--- src/rtl/bt_pkg.sv ---
package bt_pkg;
  typedef enum logic [2:0] {
    ST_IDLE, ST_DEC, ST_SUB, ST_DATA, ST_DONE, ST_REL
  } bt_state_t;
endpackage

--- src/rtl/bt_win_decode.sv ---
module bt_win_decode #(
  parameter int AW = 32,
  parameter int NWIN = 2,
  parameter logic [NWIN*AW-1:0] WIN_BASE = '0,
  parameter logic [NWIN*8-1:0] WIN_BITS = '0
) (
  input  logic [AW-1:0] addr,
  output logic          hit
);
  logic [NWIN-1:0] match;

  for (genvar i = 0; i < NWIN; i++) begin : g_win
    localparam int B = int'(WIN_BITS[i*8 +: 8]);
    localparam logic [AW-1:0] MSK = ~((AW'(1) << B) - AW'(1));
    localparam logic [AW-1:0] BASE = WIN_BASE[i*AW +: AW];
    assign match[i] = ((addr ^ BASE) & MSK) == '0;
  end

  assign hit = |match;
endmodule

--- src/rtl/bt_low_byte.sv ---
module bt_low_byte #(
  parameter int N = 4
) (
  input  logic [N-1:0] lanes,
  output logic [N-1:0] lowest
);
  logic [N:0] below;
  assign below[0] = 1'b0;

  for (genvar i = 0; i < N; i++) begin : g_lane
    assign below[i+1] = below[i] | lanes[i];
    assign lowest[i]  = lanes[i] & ~below[i];
  end
endmodule

--- src/rtl/bt_retry_buf.sv ---
module bt_retry_buf #(
  parameter int DW = 32
) (
  input  logic          clk,
  input  logic          rst,
  input  logic          start,
  input  logic [DW-1:0] start_addr,
  input  logic          start_wr,
  input  logic          ack_take,
  input  logic [DW-1:0] ack_data,
  input  logic          consume,
  input  logic [DW-1:0] cmp_addr,
  input  logic          cmp_wr,
  output logic          held,
  output logic          arrived,
  output logic          same,
  output logic [DW-1:0] data
);
  logic [DW-1:0] addr_q;
  logic          wr_q;

  always_ff @(posedge clk) begin
    if (rst) begin
      held    <= 1'b0;
      arrived <= 1'b0;
      addr_q  <= '0;
      wr_q    <= 1'b0;
      data    <= '0;
    end else begin
      if (ack_take) begin
        arrived <= 1'b1;
        data    <= ack_data;
      end
      if (start) begin
        held    <= 1'b1;
        arrived <= 1'b0;
        addr_q  <= start_addr;
        wr_q    <= start_wr;
      end
      if (consume) begin
        held    <= 1'b0;
        arrived <= 1'b0;
      end
    end
  end

  assign same = held && (addr_q == cmp_addr) && (wr_q == cmp_wr);
endmodule

--- src/rtl/io_bus_target.sv ---
module io_bus_target
  import bt_pkg::*;
#(
  parameter int DW = 32,
  parameter int NWIN = 2,
  parameter logic [NWIN*DW-1:0] WIN_BASE = {32'h0000_0060, 32'h0000_E400},
  parameter logic [NWIN*8-1:0] WIN_BITS = {8'd4, 8'd6},
  parameter int DEADLINE = 8
) (
  input  logic            clk,
  input  logic            rst,
  input  logic            cfg_sub_en,
  input  logic            bus_start,
  input  logic            bus_wr,
  input  logic [DW/8-1:0] bus_be,
  input  logic [DW-1:0]   bus_ad_in,
  input  logic            other_sel,
  output logic [DW-1:0]   bus_ad_out,
  output logic            bus_ad_oe,
  output logic            tgt_sel,
  output logic            tgt_rdy,
  output logic            tgt_retry,
  output logic            tgt_ctl_oe,
  output logic            be_req,
  output logic            be_wr,
  output logic [DW-1:0]   be_addr,
  output logic [DW-1:0]   be_wdata,
  output logic [DW/8-1:0] be_be,
  output logic            be_legacy,
  input  logic            be_ack,
  input  logic [DW-1:0]   be_rdata
);
  localparam int BEW = DW / 8;
  localparam int CW = (DEADLINE > 1) ? $clog2(DEADLINE) : 1;
  localparam logic [CW-1:0] LAST = CW'(DEADLINE - 1);

  bt_state_t     st;
  logic [DW-1:0] a_addr, a_wdata;
  logic          a_wr, a_hit, a_seen;
  logic [BEW-1:0] a_be;
  logic [CW-1:0] cnt;
  logic          busy_q;

  logic          win_hit;
  logic [BEW-1:0] low_be;
  logic          buf_held, buf_arrived, buf_same;
  logic [DW-1:0] buf_data;

  bt_win_decode #(.AW(DW), .NWIN(NWIN), .WIN_BASE(WIN_BASE), .WIN_BITS(WIN_BITS))
    u_dec (.addr(bus_ad_in), .hit(win_hit));

  bt_low_byte #(.N(BEW)) u_low (.lanes(a_be), .lowest(low_be));

  logic claim_go, claim_leg, busy_set, new_req, ack_take, have, consume;
  logic [DW-1:0] have_data;

  always_comb begin
    claim_leg = (st == ST_SUB);
    claim_go  = ((st == ST_DEC) && a_hit) ||
                ((st == ST_SUB) && !a_seen && !other_sel);
    busy_set  = claim_go && !buf_same && buf_held && !buf_arrived;
    new_req   = claim_go && !buf_same && !(buf_held && !buf_arrived);
    ack_take  = be_req && be_ack;
    have      = buf_arrived || ack_take;
    have_data = buf_arrived ? buf_data : be_rdata;
    consume   = (st == ST_DATA) && !busy_q && have;
  end

  bt_retry_buf #(.DW(DW)) u_buf (
    .clk(clk), .rst(rst),
    .start(new_req), .start_addr(a_addr), .start_wr(a_wr),
    .ack_take(ack_take), .ack_data(be_rdata), .consume(consume),
    .cmp_addr(a_addr), .cmp_wr(a_wr),
    .held(buf_held), .arrived(buf_arrived), .same(buf_same), .data(buf_data)
  );

  always_ff @(posedge clk) begin
    if (rst) begin
      st         <= ST_IDLE;
      a_addr     <= '0;
      a_wdata    <= '0;
      a_wr       <= 1'b0;
      a_be       <= '0;
      a_hit      <= 1'b0;
      a_seen     <= 1'b0;
      cnt        <= '0;
      busy_q     <= 1'b0;
      tgt_sel    <= 1'b0;
      tgt_rdy    <= 1'b0;
      tgt_retry  <= 1'b0;
      tgt_ctl_oe <= 1'b0;
      bus_ad_oe  <= 1'b0;
      bus_ad_out <= '0;
      be_req     <= 1'b0;
      be_wr      <= 1'b0;
      be_addr    <= '0;
      be_wdata   <= '0;
      be_be      <= '0;
      be_legacy  <= 1'b0;
    end else begin
      if (ack_take) be_req <= 1'b0;

      case (st)
        ST_IDLE: if (bus_start) begin
          a_addr <= bus_ad_in;
          a_wr   <= bus_wr;
          a_be   <= bus_be;
          a_hit  <= win_hit;
          st     <= ST_DEC;
        end
        ST_DEC: begin
          a_wdata <= bus_ad_in;
          a_seen  <= other_sel;
          if (a_hit)           st <= ST_DATA;
          else if (cfg_sub_en) st <= ST_SUB;
          else                 st <= ST_IDLE;
        end
        ST_SUB: st <= claim_go ? ST_DATA : ST_IDLE;
        ST_DATA: begin
          if (busy_q) begin
            tgt_retry <= 1'b1;
            st        <= ST_DONE;
          end else if (have) begin
            tgt_rdy    <= 1'b1;
            bus_ad_oe  <= !a_wr;
            bus_ad_out <= have_data;
            st         <= ST_DONE;
          end else if (cnt == LAST) begin
            tgt_retry <= 1'b1;
            st        <= ST_DONE;
          end else begin
            cnt <= cnt + 1'b1;
          end
        end
        ST_DONE: begin
          tgt_sel   <= 1'b0;
          tgt_rdy   <= 1'b0;
          tgt_retry <= 1'b0;
          bus_ad_oe <= 1'b0;
          st        <= ST_REL;
        end
        ST_REL: begin
          tgt_ctl_oe <= 1'b0;
          st         <= ST_IDLE;
        end
        default: st <= ST_IDLE;
      endcase

      if (claim_go) begin
        tgt_sel    <= 1'b1;
        tgt_ctl_oe <= 1'b1;
        cnt        <= '0;
        busy_q     <= busy_set;
      end

      if (new_req) begin
        be_req    <= 1'b1;
        be_wr     <= a_wr;
        be_addr   <= a_addr;
        be_wdata  <= (st == ST_DEC) ? bus_ad_in : a_wdata;
        be_be     <= claim_leg ? low_be : a_be;
        be_legacy <= claim_leg;
      end
    end
  end
endmodule

--- config.mk ---
export PLATFORM = sky130hd
export DESIGN_NAME = io_bus_target
export DESIGN_NICKNAME = d
export VERILOG_FILES = /design/src/rtl/bt_pkg.sv /design/src/rtl/bt_win_decode.sv /design/src/rtl/bt_low_byte.sv /design/src/rtl/bt_retry_buf.sv /design/src/rtl/io_bus_target.sv
export SDC_FILE = /design/constraint.sdc
export NUM_CORES = 1
export LEC_CHECK = 0
export CAP_MARGIN = 20
export CORE_ASPECT_RATIO = 2
export CORE_MARGIN = 4
export CORE_UTILIZATION = 60
export DETAILED_ROUTE_END_ITERATION = 10
export DONT_BUFFER_PORTS = 1
export GPL_TIMING_DRIVEN = 0
export PLACE_DENSITY = 0.72
export SKIP_LAST_GASP = 1
export SYNTH_ARGS = -nofsm -noshare
export SYNTH_HDL_FRONTEND = slang
export SYNTH_SLANG_ARGS = --single-unit
--- constraint.sdc ---
create_clock -name clk -period 2.2 [get_ports clk]
set_input_delay 0.22 -clock clk [delete_from_list [all_inputs] [get_ports clk]]
set_output_delay 0.22 -clock clk [all_outputs]
set_load 0.1 [all_outputs]
# Word-level counts from Yosys, hierarchy flattened
# Index checks and enable logic that the tools add are counted.
dict set report totals {
  register_bits 220
  inputBits 75
  out_inout_bits 108
  elab_cells 118
}
dict set report op_classes {
  addsub 1
  n_eq_ne 14
  mux 27
  bitwise_logic 13
  n_reduce_logical 39
}
# op n
set op_table {}
lappend op_table {{$logic_not 32->1} 2}
lappend op_table {{$mux 32} 2}
lappend op_table {{$eq 32x32->1} 1}
lappend op_table {{$pmux 3 s5} 1}
lappend op_table {{$logic_and 1x1->1} 13}
lappend op_table {{$mux 1} 13}
lappend op_table {{$mux 3} 4}
lappend op_table {{$eq 3x3->1 const B} 3}
lappend op_table {{$reduce_and 3->1} 3}
lappend op_table {{$reduce_bool 2->1} 4}
lappend op_table {{$logic_not 1->1} 7}
lappend op_table {{$eq 3x2->1 const B} 2}
lappend op_table {{$mux 2} 3}
lappend op_table {{$ne 2x2->1 const B} 3}
lappend op_table {{$not 1->1} 6}
lappend op_table {{$pmux 1 s2} 3}
lappend op_table {{$reduce_or 2->1} 3}
lappend op_table {{$mux 4} 1}
lappend op_table {{$ne 4x3->1 const B} 1}
lappend op_table {{$not 4->4} 1}
lappend op_table {{$reduce_and 2->1} 2}
lappend op_table {{$reduce_and 4->1} 1}
lappend op_table {{$add 3x1->3 const B} 1}
lappend op_table {{$and 1x1->1} 3}
lappend op_table {{other kinds (9)} 11}

# Logic depth before layout (Yosys ltp)
# Gate-level depths: netlist of run 1.
dict set report logic_depth {
  ltp_word 7
  ltp_mapped 8
  mapped_depth_nobuf 6
}

# By module
# From an unflattened synthesis of run 1, not the netlist that was laid out.
dict set report hier_totals {
  cells_unflattened 1038
  area_unflattened_um2 9863.2
}
# mod instances cells_each area_each_um2 seq_area_each_um2
set modules_own_cells {}
lappend modules_own_cells {io_bus_target 1 759 7029.2 3723.6}
lappend modules_own_cells {bt_retry_buf 1 261 2705.1 1341.3}
lappend modules_own_cells {bt_win_decode 1 14 92.6 0.0}
lappend modules_own_cells {bt_low_byte 1 4 36.3 0.0}

# Least setup slack after synthesis of run 1
# Ideal clock, no wire load.
dict set report synth_timing {
  path_type {register to register}
  startpoint {register, netlist name be_addr[26]}
  endpoint {register be_wdata[10]}
  setup_time_ns 0.140
  arrival_ns 2.303
  required_ns 2.060
  setup_slack_ns -0.243
  path_stages_with_launch 8
  path_buffers 2
  period_less_slack_ns 2.443
  path_cell_list {dfxtp_1 > xnor2_1 > o221ai_1 > nor4_2 > and4_1 > buf_4 > buf_2 > o32ai_2}
}
# item line
set synth_lines {}
lappend synth_lines {{to (signal assigned)} io_bus_target.sv:160} ;# be_wdata <= (st == ST_DEC) ? bus_ad_in : a_wdata;
lappend synth_lines {{to (decl)} io_bus_target.sv:27} ;# output logic [DW-1:0] be_wdata,

==> results of run 1 <==
## per-layer routing
layer | vias up | part of all wire | track usage
li1 | 3774 | - | -
met1 | 3743 | 0.32 | 0.301
met2 | 326 | 0.56 | 0.603
met3 | 99 | 0.065 | 0.0663
met4 | 0 | 0.057 | 0.182
met5 | - | 0 | 0
## layout by cell type (no fill, tap or decap), types with 8 or more instances in the layout
cell type and instances:
o21ai_1 10, clkbuf_16 19, mux2i_1 35, nand2_1 247, o32ai_2 30, dfxtp_4 26
clkbuf_1 41, dlygate4sd3_1 73, nand4_1 12, nor2_1 43, dfxtp_1 186, nand3_1 36
xnor2_1 24, o21ai_0 32, inv_1 37, a211oi_1 32, buf_2 20, a21oi_1 146
dfxtp_2 8
## path summary, 6_finish.rpt
check	start	to	cells after the start
worst max register to register	be_addr[6]	be_wdata[16]	8
worst max-delay path	be_addr[6]	be_wdata[16]	8
worst min-delay path	be_rdata[31]	bus_ad_out[31]	2
worst min register to register	u_buf.data[13]	u_buf.data[13]	2
## kinds of logic (layout without fill, tap and decap cells)
logic type               count (synthesis)  after routing  share of synthesized area
XOR/XNOR                                28             28                     0.0273
flip-flops                             220            220                      0.490
multiplexers                            35             35                     0.0390
buffers and inverters                  123            230                     0.0607
adder cells (fa/ha/maj)                  2              2                    0.00278
AND/OR/NAND/NOR                        377            377                      0.181
AO/OA/AOI/OAI                          264            264                      0.199
## registers in the layout, indices dropped and copies added, names as in the netlist, 3 cells and up
register and flops:
u_buf.data 32, st 3, bus_ad_out 32, be_be 4, be_wdata 32, a_addr 32
a_wdata 32, be_addr 32, cnt 3, a_be 4
## power groups by stage
stage          clock network, mW  logic, mW  registers (mW)
5_1_grt                     3.59      0.895            4.31
3_5_place_dp                   0      0.655            4.42
3_3_place_gp                   0      0.647            4.42
6_report                    3.41      0.814            4.31
2_1_floorplan                  0      0.502            4.37
4_1_cts                     3.42      0.793            4.30
## cell type report
cell class	count	area, sq um	area share
Timing Repair Buffer	74	742	0.0688
Multi-Input combinational cell	706	4060	0.377
Tap cell	195	244	0.0226
Sequential cell	220	4510	0.419
Buffer	85	458	0.0425
Clock inverter	5	53.8	0.00499
Inverter	37	139	0.0129
Clock buffer	29	573	0.0532
## repair_timing
item	in CTS	in global routing
hold buffers	73	0
pin swaps	0	25
hold endpoints to repair	135	0
cloned	0	1
gates resized for setup	36	34
endpoints found under the setup margin	109	113
## through the flow
stage	TNS (ns)	util	instances
2_1_floorplan	0	-	1049
3_3_place_gp	-27.26	0.628	1244
3_5_place_dp	-31.12	0.628	1244
4_1_cts	0	0.726	1350
5_1_grt	-3.07	0.731	1351
6_report	-0.411	0.731	1351
==> results.yml, run 1 <==
critical_path:
  crit_required_ns: 2.61
  start_kind: "flop"
  crit_fanout: 10
  cp_slowest_stage_delay_ns: 0.56
  crit_top_cell: "buf_6"
  criticalPathCategory: "flop to flop"
  critPathArrivalTime_ns: 2.65
  rrSetupSlack_ns: -0.04
  path_buf_inv: 2
  path_delay_family: "simple AND/OR/NAND/NOR gates"
  cpMaxStageDelayCell: "dfxtp_4"
  cp_cell_sequence: "xnor2_2 -> nand4_1 -> nor4_2 -> and4_4 -> buf_6 -> nor2_8 -> buf_6 -> o32ai_2"
  crit_path_end_kind: "flop"
global_routing:
  grt_pass1_vias: 8142
  grt_usage: 0.318
  grt_max_degree: 17
  grt.overflow.total: 0
  grt_antenna_before_repair: 0
  grt_pass1_wl_microns: 42000
power:
  intPower_mw: 6.32
  p_seq_frac: 0.505
  p_comb_frac: 0.095
  ir_drop_mv: 0.748
  p_leak_nw: 3.58
  power_mw: 8.53
  power_switching_mw: 2.21
  switching_share: 0.259
  clockPowerShare: 0.400
  powerDensity_mw_per_mm2: 791
route:
  antenna_left: 0
  drt_iter0_drc: 431
  drc_errors: 0
  drt_pass1_iterations: 5
  wl_microns: 27600
  via_per_inst: 5.88
  wire_per_inst_microns: 20.4
  route.vias.total: 7942
logic_synthesis:
  yosysMostFrequentCell: "nand2_1"
  avgSynthCellArea_sq_um: 8.57
  synth_edf_count: 0
  netlist_top_cells_count: "nand2_1, dfxtp_1, a21oi_1"
  ys_ff_latch: 220
  synth_area_sq_mm: 0.00898
  ys_seq_area_frac: 0.490
  yosys.area.top_type: "dfxtp_1"
  synth_area_leaders: "dfxtp_1, nand2_1, a21oi_1"
  synth_flop_cell: "dfxtp_1"
  synth_top_area_share: 0.490
  synthCells: 1049
  async_flop_share: 0
  ys_warn_count: 0
  synth.net_count: 1126
  synth_cell_types: 46
layout:
  fin_nets: 1220
  design_area_sq_mm: 0.0108
  antenna_cells: 0
  fill_cells: 1168
  layout-drive-gt1-share: 0.125
  area_delta_synth_final_pct: 20.0
worst_hold_path:
  worstHoldPathType: "primary input to flop"
timing:
  skew_ns: 0.0104
  final-setup-viol-count: 32
  post-route-period-util: 1.02
  rsz0062_at_grt: "true"
  slew_viol_final: 0
  slew_headroom: 0.303
  setup_slack_ns: -0.0400
  max_freq_ghz: 0.446
  fin_crit_ns: 2.24
  tightest_slew_ns: 1.04
  fin_hold_ws_ns: 0.00906
  hold_viol: 0
cts:
  tritoncts: "yes"
  clkSinkCount: 220
  cts.clk_slew.worst_paths_ns: 0.07
  postCtsSetupRepairBufs: 0
  clk_path_buf_depth: 3
  cts_buffers: 19
  clk_latency_ns: 0.50
  htreeDepth: 1
  root_buffer: "clkbuf_16"
die:
  die-area_sq_mm: 0.0171
  die_h_microns: 181
  die_w_microns: 94.5
  num_rows: 63
  core_sq_mm: 0.0147
  ioPinCount: 183
  initial_core_util: 0.610
placed_design:
  routabilityCongestion: 0.902
  dp_hpwl_microns: 19600
  place_ws_ns: -0.357
  port_buffers: 0
  placed_cell_area_sq_mm: 0.00926
status:
  status: "finished, violations left"
  violations: "setup timing"
job:
  drv_cap: 0
Power figures use the tool's default switching activity.
==> run 2: changes to the inputs <==
--- a/config.mk
+++ b/config.mk
@@ -9,6 +9,7 @@
 export CORE_ASPECT_RATIO = 2
 export CORE_MARGIN = 4
 export CORE_UTILIZATION = 60
+export CTS_BUF_LIST = sky130_fd_sc_hd__clkbuf_16
 export DETAILED_ROUTE_END_ITERATION = 10
 export DONT_BUFFER_PORTS = 1
 export GPL_TIMING_DRIVEN = 0
==> results.yml, run 2 (synthesis results as in run 1) <==
status:
  status: "finished, violations left"
  violations: "setup timing"
die:
  die_w_microns: 94.5
  ioPinCount: 183
  initial_core_util: 0.610
  die-area_sq_mm: 0.0171
  num_rows: 63
  die_h_microns: 181
  core_sq_mm: 0.0147
critical_path:
  critPathArrivalTime_ns: 2.65
  crit_top_cell: "buf_6"
  cp_slowest_stage_delay_ns: 0.56
  cpMaxStageDelayCell: "dfxtp_4"
  cp_cell_sequence: "xnor2_2 -> nand4_1 -> nor4_2 -> and4_4 -> buf_6 -> nor2_8 -> buf_6 -> o32ai_2"
  criticalPathCategory: "flop to flop"
  path_delay_family: "simple AND/OR/NAND/NOR gates"
  crit_fanout: 10
  path_buf_inv: 2
  start_kind: "flop"
  crit_required_ns: 2.61
  crit_path_end_kind: "flop"
cts:
  cts_buffers: 19
  cts.clk_slew.worst_paths_ns: 0.07
  root_buffer: "clkbuf_16"
  htreeDepth: 1
  clkSinkCount: 220
  postCtsSetupRepairBufs: 0
  clk_path_buf_depth: 3
  tritoncts: "yes"
  clk_latency_ns: 0.50
worst_hold_path:
  worstHoldPathType: "primary input to flop"
layout:
  antenna_cells: 0
  area_delta_synth_final_pct: 19.4
  fin_nets: 1221
  fin_cells: 1352
  layout_commonest_cell: "nand2_1"
  layout-drive-gt1-share: 0.121
  layout_common_cells: "nand2_1, dfxtp_1, a21oi_1"
  fill_cells: 1183
placed_design:
  port_buffers: 0
  post-place-cells: 1244
  routabilityCongestion: 0.902
  place_ws_ns: -0.357
  dp_hpwl_microns: 19600
global_routing:
  grt_max_degree: 17
  grt_pass1_wl_microns: 41500
  met3_usage: 0.0554
  grt_pass1_vias: 8133
  grt.overflow.total: 0
  met1_usage: 0.298
  grt_usage: 0.313
  grt_antenna_before_repair: 0
  grt_busiest_layer: "met2"
  grt_util_met2: 0.603
route:
  route.vias.total: 7967
  drt_pass1_iterations: 6
  via_per_inst: 5.89
  drt_iter0_drc: 428
  drc_errors: 0
  wire_per_inst_microns: 20.3
  wl_microns: 27500
  antenna_left: 0
power:
  clockPowerShare: 0.383
  p_comb_frac: 0.098
  p_leak_nw: 3.56
  intPower_mw: 6.10
  ir_drop_mv: 0.752
  p_seq_frac: 0.519
  powerDensity_mw_per_mm2: 774
  power_switching_mw: 2.20
  switching_share: 0.265
timing:
  slew_headroom: 0.305
  setup_slack_ns: -0.0463
  slew_viol_final: 0
  rsz0062_at_grt: "true"
  hold_viol: 0
  tightest_slew_ns: 1.04
  skew_ns: 0.0116
  fin_crit_ns: 2.25
  max_freq_ghz: 0.445
  post-route-period-util: 1.02
  final-setup-viol-count: 33
job:
  drv_cap: 0
-- run 2: changes by cell type in the layout (fill, tap and decap cells not counted), sizes merged --
cell,change
clkinv,+6
inv,+4
clkbuf,-10
buf,+1
-- run 2: layer usage --
| metal | routed length, microns | share of wire |
|---|---|---|
| met1 | 8830 | 0.32 |
| met2 | 15300 | 0.56 |
| met3 | 1770 | 0.064 |
| met4 | 1550 | 0.056 |
| met5 | 0 | 0 |
-- run 2: worst reg2reg max path, cell delays in order, from the launching register on --
cell and delay (ns):
dfxtp_4 0.56, xnor2_2 0.17, nand4_1 0.15, nor4_2 0.36, and4_4 0.33, buf_6 0.16, nor2_8 0.06, buf_6 0.16
o32ai_2 0.22
-- run 2: repair_timing --
action / in CTS / in global routing
hold buffers: 73 / 0
gates resized for setup: 36 / 36
pin swaps: 0 / 27
endpoints found under the setup margin: 109 / 116
gates cloned: 0 / 2
endpoints found under the hold margin: 135 / 0
-- run 2: cell type report --
cell class / count / area (sq um) / share of cell area
flip-flops and latches: 220 / 4510 / 0.421
multi-input cells: 706 / 4060 / 0.378
repair buffers: 75 / 749 / 0.0699
clock buffers: 19 / 475 / 0.0443
plain buffers: 85 / 454 / 0.0424
well taps: 195 / 244 / 0.0228
inverters: 37 / 139 / 0.0130
clock inverters: 15 / 91.3 / 0.00852
-- run 2: power by group through the flow --
| stage | registers (mW) | logic [mW] | clock network [mW] |
|---|---|---|---|
| 2_1_floorplan | 4.37 | 0.502 | 0 |
| 3_3_place_gp | 4.42 | 0.647 | 0 |
| 3_5_place_dp | 4.42 | 0.655 | 0 |
| 4_1_cts | 4.30 | 0.792 | 3.18 |
| 5_1_grt | 4.31 | 0.891 | 3.35 |
| 6_report | 4.30 | 0.815 | 3.18 |
-- run 2: final timing paths --
path	startpoint	end	slack [ns]	cells after the start
max	be_addr[6]	be_wdata[16]	-0.05	8
min	be_rdata[31]	bus_ad_out[31]	0.009	2
max reg2reg	be_addr[6]	be_wdata[16]	-0.05	8
min reg2reg	u_buf.data[13]	u_buf.data[13]	0.45	2
-- run 2: through the flow --
stage / total power, mW / utilization / setup TNS [ns] / cell area [sq um] / hold WS, ns
2_1_floorplan: 4.88 / - / 0 / 9020 / 0.356
3_3_place_gp: 5.06 / 0.628 / -27.26 / 9260 / 0.356
3_5_place_dp: 5.08 / 0.628 / -31.12 / 9260 / 0.362
4_1_cts: 8.27 / 0.722 / 0 / 10600 / 0.00519
5_1_grt: 8.55 / 0.728 / -3.23 / 10700 / 0.0245
6_report: 8.30 / 0.728 / -0.470 / 10700 / 0.00887
==> run 3: changes to the inputs <==
--- a/config.mk
+++ b/config.mk
@@ -13,7 +13,7 @@
 export DETAILED_ROUTE_END_ITERATION = 10
 export DONT_BUFFER_PORTS = 1
 export GPL_TIMING_DRIVEN = 0
-export PLACE_DENSITY = 0.72
+export PLACE_DENSITY = 0.76
 export SKIP_LAST_GASP = 1
 export SYNTH_ARGS = -nofsm -noshare
 export SYNTH_HDL_FRONTEND = slang
==> results.yml, run 3 (synthesis results as in run 1) <==
layout:
  final_util: 0.741
  layout-drive-gt1-share: 0.127
  design_area_sq_mm: 0.0109
  layout_commonest_cell: "nand2_1"
  antenna_cells: 0
  area_delta_synth_final_pct: 21.6
  fin_cells: 1356
  layout_common_cells: "nand2_1, dfxtp_1, a21oi_1"
  fin_nets: 1225
placed_design:
  dp_hpwl_microns: 19700
  post-place-cells: 1244
  routabilityCongestion: 0.894
  place_ws_ns: -0.294
  port_buffers: 0
  placed_cell_area_sq_mm: 0.00926
timing:
  fin_hold_ws_ns: 0.0118
  slew_headroom: 0.305
  skew_ns: 0.0280
  hold_viol: 0
  max_freq_ghz: 0.447
  tightest_slew_ns: 1.04
  setup_slack_ns: -0.0357
  final-setup-viol-count: 4
  fin_crit_ns: 2.24
  slew_viol_final: 0
  rsz0062_at_grt: "true"
  post-route-period-util: 1.02
route:
  drt_iter0_drc: 461
  drt_pass1_iterations: 6
  antenna_left: 0
  route.vias.total: 8153
  via_per_inst: 6.01
  drc_errors: 0
  wire_per_inst_microns: 21.3
  wl_microns: 28800
power:
  p_seq_frac: 0.501
  power_switching_mw: 2.26
  p_leak_nw: 3.63
  switching_share: 0.263
  powerDensity_mw_per_mm2: 787
  p_comb_frac: 0.097
  ir_drop_mv: 0.836
  clockPowerShare: 0.402
  intPower_mw: 6.33
job:
  drv_cap: 0
critical_path:
  criticalPathCategory: "flop to flop"
  path_delay_family: "simple AND/OR/NAND/NOR gates"
  crit_fanout: 7
  rrSetupSlack_ns: -0.04
  cp_cell_sequence: "xnor2_2 -> nand4_1 -> nor4_2 -> and4_4 -> buf_12 -> nor2_8 -> clkbuf_16 -> o32ai_2"
  start_kind: "flop"
  cpMaxStageDelayCell: "dfxtp_4"
  crit_required_ns: 2.61
  cp_slowest_stage_delay_ns: 0.56
  critPathArrivalTime_ns: 2.65
  path_buf_inv: 2
  crit_path_end_kind: "flop"
status:
  violations: "setup timing"
  status: "finished, violations left"
worst_hold_path:
  worstHoldPathType: "primary input to flop"
cts:
  clk_latency_ns: 0.51
  cts.clk_slew.worst_paths_ns: 0.07
  tritoncts: "yes"
  clkSinkCount: 220
  htreeDepth: 1
  root_buffer: "clkbuf_16"
  clk_path_buf_depth: 3
  cts_buffers: 19
global_routing:
  grt_usage: 0.323
  grt_max_degree: 17
  grt_pass1_vias: 8303
  grt_pass1_wl_microns: 43100
  grt.overflow.total: 0
  grt_antenna_before_repair: 0
die:
  die_w_microns: 94.5
  num_rows: 63
  die-area_sq_mm: 0.0171
  ioPinCount: 183
  core_sq_mm: 0.0147
  die_h_microns: 181
  initial_core_util: 0.610
==> run 3: cell types whose count changed in the layout (fill, tap and decap cells not counted), moves of 3 or more <==
cell | previous run | this run
clkbuf_16 | 19 | 22
o21ai_2 | 0 | 3
o32ai_2 | 30 | 27
o32ai_4 | 0 | 3
==> run 3: routing by layer <==
metal | GRT usage | up-vias | routed length (microns)
li1 | - | 3801 | -
met1 | 0.302 | 3835 | 8830
met2 | 0.611 | 397 | 15600
met3 | 0.0746 | 120 | 2280
met4 | 0.187 | 0 | 2090
met5 | 0 | - | 0
==> run 3: path summary, 6_finish.rpt <==
kind	start	to	cells past startpoint
worst max-delay path	be_addr[6]	be_wdata[22]	8
worst min-delay path	be_ack	u_buf.data[31]	3
worst max register to register	be_addr[6]	be_wdata[22]	8
worst min register to register	u_buf.data[10]	u_buf.data[10]	2
==> run 3: stage by stage <==
stage / TNS [ns] / power (mW)
floorplan: 0 / 4.88
finish: -0.0633 / 8.60
global placement: -25.34 / 5.06
CTS: -0.0291 / 8.54
global route: -2.63 / 8.83
detailed placement: -27.33 / 5.07
==> run 3: final cells by class <==
cell class	instances	area, sq um
flip-flops and latches	220	4510
multi-input cells	706	4110
fillers	1124	3810
repair buffers	79	836
clock buffers	19	475
plain buffers	85	468
well taps	195	244
clock inverters	15	141
inverters	37	139
==> run 3: power by group through the flow <==
stage                     clock (mW)  sequential, mW  combinational (mW)
after floorplan                    0            4.37               0.502
after global placement             0            4.42               0.639
after detailed placement           0            4.42               0.650
after CTS                       3.44            4.30               0.796
after global routing            3.61            4.31               0.905
final                           3.46            4.31               0.836
==> run 3: repair_timing <==
action	CTS	global route
setup buffers	0	2
hold buffers	73	0
hold endpoints to repair	137	0
cloned	0	4
pin swaps	0	24
resized for setup	35	48
setup endpoints to repair	109	113
==> run 3: tightest hold or removal path, cell delays in order <==
cell	delay, ns
nand2_1	0.11
nand2_1	0.10
a21oi_1	0.05
